[src/rtl/adc_rd_pkg.sv]
package adc_rd_pkg;
  typedef enum logic [1:0] {
    ST_IDLE = 2'd0,
    ST_XFER = 2'd1,
    ST_GAP  = 2'd2
  } rd_state_e;
endpackage

[src/rtl/adc_rd_div.sv]
module adc_rd_div #(
  parameter int unsigned HALF_DIV = 12
) (
  input  logic clk_i,
  input  logic rst_ni,
  input  logic run_i,
  output logic tick_o
);
  localparam int unsigned CW = (HALF_DIV > 1) ? $clog2(HALF_DIV) : 1;
  localparam logic [CW-1:0] LAST = CW'(HALF_DIV - 1);

  logic [CW-1:0] cnt_q;

  assign tick_o = run_i && (cnt_q == LAST);

  always_ff @(posedge clk_i or negedge rst_ni) begin
    if (!rst_ni)          cnt_q <= '0;
    else if (!run_i)      cnt_q <= '0;
    else if (cnt_q == LAST) cnt_q <= '0;
    else                  cnt_q <= cnt_q + 1'b1;
  end
endmodule

[src/rtl/adc_rd_shift.sv]
module adc_rd_shift #(
  parameter int unsigned W = 16
) (
  input  logic         clk_i,
  input  logic         rst_ni,
  input  logic         en_i,
  input  logic         bit_i,
  output logic [W-1:0] word_o
);
  logic [W-1:0] sh_q;

  always_ff @(posedge clk_i or negedge rst_ni) begin
    if (!rst_ni)   sh_q <= '0;
    else if (en_i) sh_q <= {sh_q[W-2:0], bit_i};
  end

  assign word_o = sh_q;
endmodule

[src/rtl/adc_rd_master.sv]
module adc_rd_master #(
  parameter int unsigned HALF_DIV = 12,
  parameter int unsigned CS_GAP   = 8,
  parameter int unsigned RES_W    = 12,
  parameter int unsigned LEAD_W   = 4
) (
  input  logic             clk_i,
  input  logic             rst_ni,
  input  logic             start_i,
  input  logic             sdata_i,
  output logic             cs_no,
  output logic             sclk_o,
  output logic             busy_o,
  output logic             valid_o,
  output logic [RES_W-1:0] data_o,
  output logic             frame_err_o
);
  import adc_rd_pkg::*;

  localparam int unsigned FRAME_W = RES_W + LEAD_W;
  localparam int unsigned BCNT_W  = $clog2(FRAME_W + 1);
  localparam int unsigned GCNT_W  = (CS_GAP > 1) ? $clog2(CS_GAP) : 1;
  localparam logic [BCNT_W-1:0] BLAST = BCNT_W'(FRAME_W);
  localparam logic [GCNT_W-1:0] GLAST = GCNT_W'(CS_GAP - 1);

  rd_state_e          state_q;
  logic               cs_q, sclk_q, pend_q, valid_q, err_q;
  logic [BCNT_W-1:0]  bcnt_q;
  logic [GCNT_W-1:0]  gcnt_q;
  logic [RES_W-1:0]   data_q;
  logic [FRAME_W-1:0] word;
  logic               tick, shift_en, req;

  assign req      = start_i || pend_q;
  assign shift_en = (state_q == ST_XFER) && tick && !sclk_q;

  adc_rd_div #(.HALF_DIV(HALF_DIV)) u_div (
    .clk_i  (clk_i),
    .rst_ni (rst_ni),
    .run_i  (state_q == ST_XFER),
    .tick_o (tick)
  );

  adc_rd_shift #(.W(FRAME_W)) u_shift (
    .clk_i  (clk_i),
    .rst_ni (rst_ni),
    .en_i   (shift_en),
    .bit_i  (sdata_i),
    .word_o (word)
  );

  always_ff @(posedge clk_i or negedge rst_ni) begin
    if (!rst_ni) begin
      state_q <= ST_IDLE;
      cs_q    <= 1'b1;
      sclk_q  <= 1'b0;
      pend_q  <= 1'b0;
      valid_q <= 1'b0;
      err_q   <= 1'b0;
      bcnt_q  <= '0;
      gcnt_q  <= '0;
      data_q  <= '0;
    end else begin
      valid_q <= 1'b0;
      if (state_q != ST_IDLE && start_i) pend_q <= 1'b1;
      unique case (state_q)
        ST_IDLE: begin
          if (req) begin
            state_q <= ST_XFER;
            cs_q    <= 1'b0;   // conversion starts here, sclk is low
            bcnt_q  <= '0;
            pend_q  <= 1'b0;
          end
        end
        ST_XFER: begin
          if (tick) begin
            if (!sclk_q) begin
              sclk_q <= 1'b1;
              bcnt_q <= bcnt_q + 1'b1;
            end else begin
              sclk_q <= 1'b0;
              if (bcnt_q == BLAST) begin
                state_q <= ST_GAP;
                cs_q    <= 1'b1;
                valid_q <= 1'b1;
                data_q  <= word[RES_W-1:0];
                err_q   <= |word[FRAME_W-1:RES_W];
                gcnt_q  <= '0;
              end
            end
          end
        end
        ST_GAP: begin
          if (gcnt_q == GLAST) state_q <= ST_IDLE;
          else                 gcnt_q  <= gcnt_q + 1'b1;
        end
        default: state_q <= ST_IDLE;
      endcase
    end
  end

  assign cs_no       = cs_q;
  assign sclk_o      = sclk_q;
  assign busy_o      = (state_q != ST_IDLE);
  assign valid_o     = valid_q;
  assign data_o      = data_q;
  assign frame_err_o = err_q;
endmodule

[config.mk]
export PLATFORM = sky130hd
export DESIGN_NAME = adc_rd_master
export DESIGN_NICKNAME = d
export VERILOG_FILES = /design/src/rtl/adc_rd_pkg.sv /design/src/rtl/adc_rd_div.sv /design/src/rtl/adc_rd_shift.sv /design/src/rtl/adc_rd_master.sv
export SDC_FILE = /design/constraint.sdc
export NUM_CORES = 1
export LEC_CHECK = 0
export CAP_MARGIN = 20
export CORE_MARGIN = 5
export CORE_UTILIZATION = 55
export CTS_CLUSTER_SIZE = 8
export DETAILED_ROUTE_END_ITERATION = 6
export GPL_TIMING_DRIVEN = 1
export HOLD_SLACK_MARGIN = 0.12
export PLACE_DENSITY = 0.76
export SLEW_MARGIN = 20
export SYNTH_ARGS = -nofsm -noshare
export SYNTH_HDL_FRONTEND = slang
export SYNTH_SLANG_ARGS = --single-unit
[constraint.sdc]
create_clock -name clk_i -period 1.95 [get_ports clk_i]
set_clock_uncertainty 0.1 [all_clocks]
set_input_delay 0.195 -clock clk_i [delete_from_list [all_inputs] [get_ports clk_i]]
set_output_delay 0.195 -clock clk_i [all_outputs]
set_load 0.02 [all_outputs]
==> flow_summary.toml <==
[cells_and_area]
area_growth_pct = 20.56
final_util_pct = 66.93
fin_nets = 191
diodes = 0
drive_gt1_share_pct = 28.42
fin_area_um2 = 2414

[global_routing]
grt_pass1_wl_um = 6175
grt_overflow = 0
grt_use_total_pct = 15.84
grt_max_degree = 25
grt_pass1_vias = 1413
antenna_found_initial = 0

[timing]
drv_slew = 0
rsz0062_at_grt = "no"
fin_crit_sh_pct = 96.74
hold_viol = 0
fmax_mhz = 530.1
setup_viol = 0
tightest_slew_ps = 354.3
finalCriticalPeriod_ps = 1887
hold_slack_ps = 190.7
maxSlewHeadroom_pct = 76.27

[placed_design]
place_congestion = 0.8218
hpwl_um = 2633
numPortBuffers = 20
dpl-instance-area_um2 = 2252

[run]
cap_violations = 0

[setup_path]
regToRegSetupSlack_ps = 150
cp_slowest_stage_delay_ps = 600
crit_path_cell_trace = "nor2_1 -> inv_1 -> clkdlybuf4s50_1"
path_class = "reg2out"
start_kind = "flip-flop"
cp.required_ps = 1650
rr_endpoint = "gcnt_q[0]"
r2r_start = "gcnt_q[0]"
r2r_cells = 5
cp-end-kind = "output pin"
cp.arrival_ps = 1590
critical_path.slowest_cell = "clkdlybuf4s50_1"
crit_fanout = 8

[yosys]
synth_top_area_share_pct = 57.50
synthDistinctLibCells = 38
ys.flop_type = "dfrtp_1"
synth_cells = 153
netlist_area_um2 = 2002
syn_avg_cell_area_um2 = 13.08
ys_ff_latch = 47
synth_edf_count = 0
syn-num-nets = 162
synth_area_leaders = "dfrtp_1 57%, mux2_2 12%, mux2_4 5.3%, ha_1 3.1%, nand2_1 2.6%"
yosysWarningCount = 0
synth_top_cell_by_area = "dfrtp_1"
ys_async_sr_fraction_pct = 100.0
synth_seq_area_share_pct = 58.81

[floorplan]
fp.coreArea_um2 = 3606
dieArea_um2 = 4946
dieWidth_um = 70.33
fp-row-count = 22
num_io_pins = 21
die_h_um = 70.33
initial_core_util_pct = 55.52

[clock_tree]
cts_root_buffer = "clkbuf_8"
cts_made_buffers = 5
htree_num_levels = 2
insertion_delay_ps = 310
cts_tree = "yes"
clock_sinks = 47
clk_path_buf_depth = 2
cts.reportedPaths.clkPinSlew_ps = 90

[pwr]
powerDensity_nw_per_um2 = 980.3
p_leak_nw = 1.187
ir_drop_mv = 0.4965
power_mw = 2.366

[detailed_routing]
vias_per_cell = 5.442
firstDrtPassIters = 4
wl_um = 3552
routedWlPerCell_um = 15.38
drc_errors = 0
route.vias.total = 1257
route.antenna.remaining_nets = 0
drtIter0Drc = 83

[worst_hold_path]
hold_path_class = "in2async"

[outcome]
run_status = "complete, no violations"
-- how the worst max path moves through the flow --
stage	slack [ps]	to	start
after CTS	40	bcnt_q[4]	u_div.cnt_q[0]
after global placement	70	data_o[4]	bcnt_q[0]
final	60	busy_o	state_q[0]
after global routing	10	busy_o	state_q[0]
after floorplan	140	u_shift.word_o[0]	u_div.cnt_q[0]
after detailed placement	-5	data_o[0]	bcnt_q[0]
-- cells by family after synthesis --
| kind of cell | Yosys count | share of synthesized area (%) |
|---|---|---|
| DFF | 47 | 58.81 |
| and+or+nand+nor | 40 | 10.50 |
| muxes | 29 | 17.56 |
| AOI/OAI and AO/OA | 19 | 5.813 |
| buffers and inverters | 11 | 3.312 |
| adders and majority gates | 5 | 3.125 |
| xor gates and xnor gates | 2 | 0.8752 |
-- sequential cells by signal, summed over array words and instances, names as in the netlist --
register,cells
u_shift.word_o,16
valid_o,1
gcnt_q,3
pend_q,1
u_div.cnt_q,4
cs_no,1
sclk_o,1
bcnt_q,5
frame_err_o,1
state_q,2
data_o,12
-- synthesized netlist by cell type, types with 2 or more instances --
cell type,instances
or3_1,2
inv_1,7
mux2_2,21
or3_2,2
a21oi_1,5
mux2_4,7
nor2_1,9
o21ai_0,7
nand3_1,2
ha_1,5
dfrtp_1,46
nand2_1,14
-- layout by cell type (no fill, tap or decap), types with 2 or more instances in the layout --
master | Yosys | routed
dfrtp_1 | 46 | 46
mux2_2 | 21 | 21
clkdlybuf4s50_1 | 0 | 19
nand2_1 | 14 | 14
nor2_1 | 9 | 9
inv_1 | 7 | 7
mux2_4 | 7 | 7
o21ai_0 | 7 | 7
clkbuf_8 | 0 | 6
a21oi_1 | 5 | 4
ha_1 | 5 | 4
buf_4 | 0 | 4
nand3_1 | 2 | 2
or3_2 | 2 | 2
or3_1 | 2 | 2
-- per-stage QoR --
stage               instances  TNS (ps)  setup slack (ps)
detailed placement        220    -5.145            -5.145
CTS                       229         0             43.06
global placement          220         0             73.30
global route              231         0             13.05
finish                    231         0             63.48
floorplan                 153         0             142.5
-- routing by layer --
layer | up-vias | part of all wire (%) | global-route usage (%)
li1 | 588 | - | -
met1 | 637 | 40 | 17.28
met2 | 23 | 54 | 28.38
met3 | 9 | 3.7 | 4.460
met4 | 0 | 2.1 | 6.809
met5 | - | 0 | 0
-- report_power, final --
group          total [mW]  internal (mW)  switching (mW)
clock               0.754          0.422           0.333
sequential           1.23           1.11           0.125
combinational       0.377          0.207           0.170
-- critical path, delay by kind of cell (launching register included) --
| kind | cells | cell delay, ps |
|---|---|---|
| simple gates | 1 | 110 |
| flops | 1 | 490 |
| buf+inv | 2 | 690 |
-- layout make-up --
cell class	count	area, um^2
flip-flops and latches	47	1177
inverters	7	26.28
multi-input cells	95	773.2
repair buffers	26	255.2
fillers	276	1192
clock inverters	2	38.79
well taps	48	60.06
clock buffers	6	82.58
-- timing repair --
action / 4_1_cts / 5_1_grt
hold buffers: 1 / 0
pin swaps: 0 / 3
setup endpoints to repair: 9 / 1
gates cloned: 0 / 0
hold endpoints to repair: 46 / 0
buffers inserted: 0 / 2
gates resized for setup: 1 / 2
Note: power is estimated with default switching activity, not from simulation.
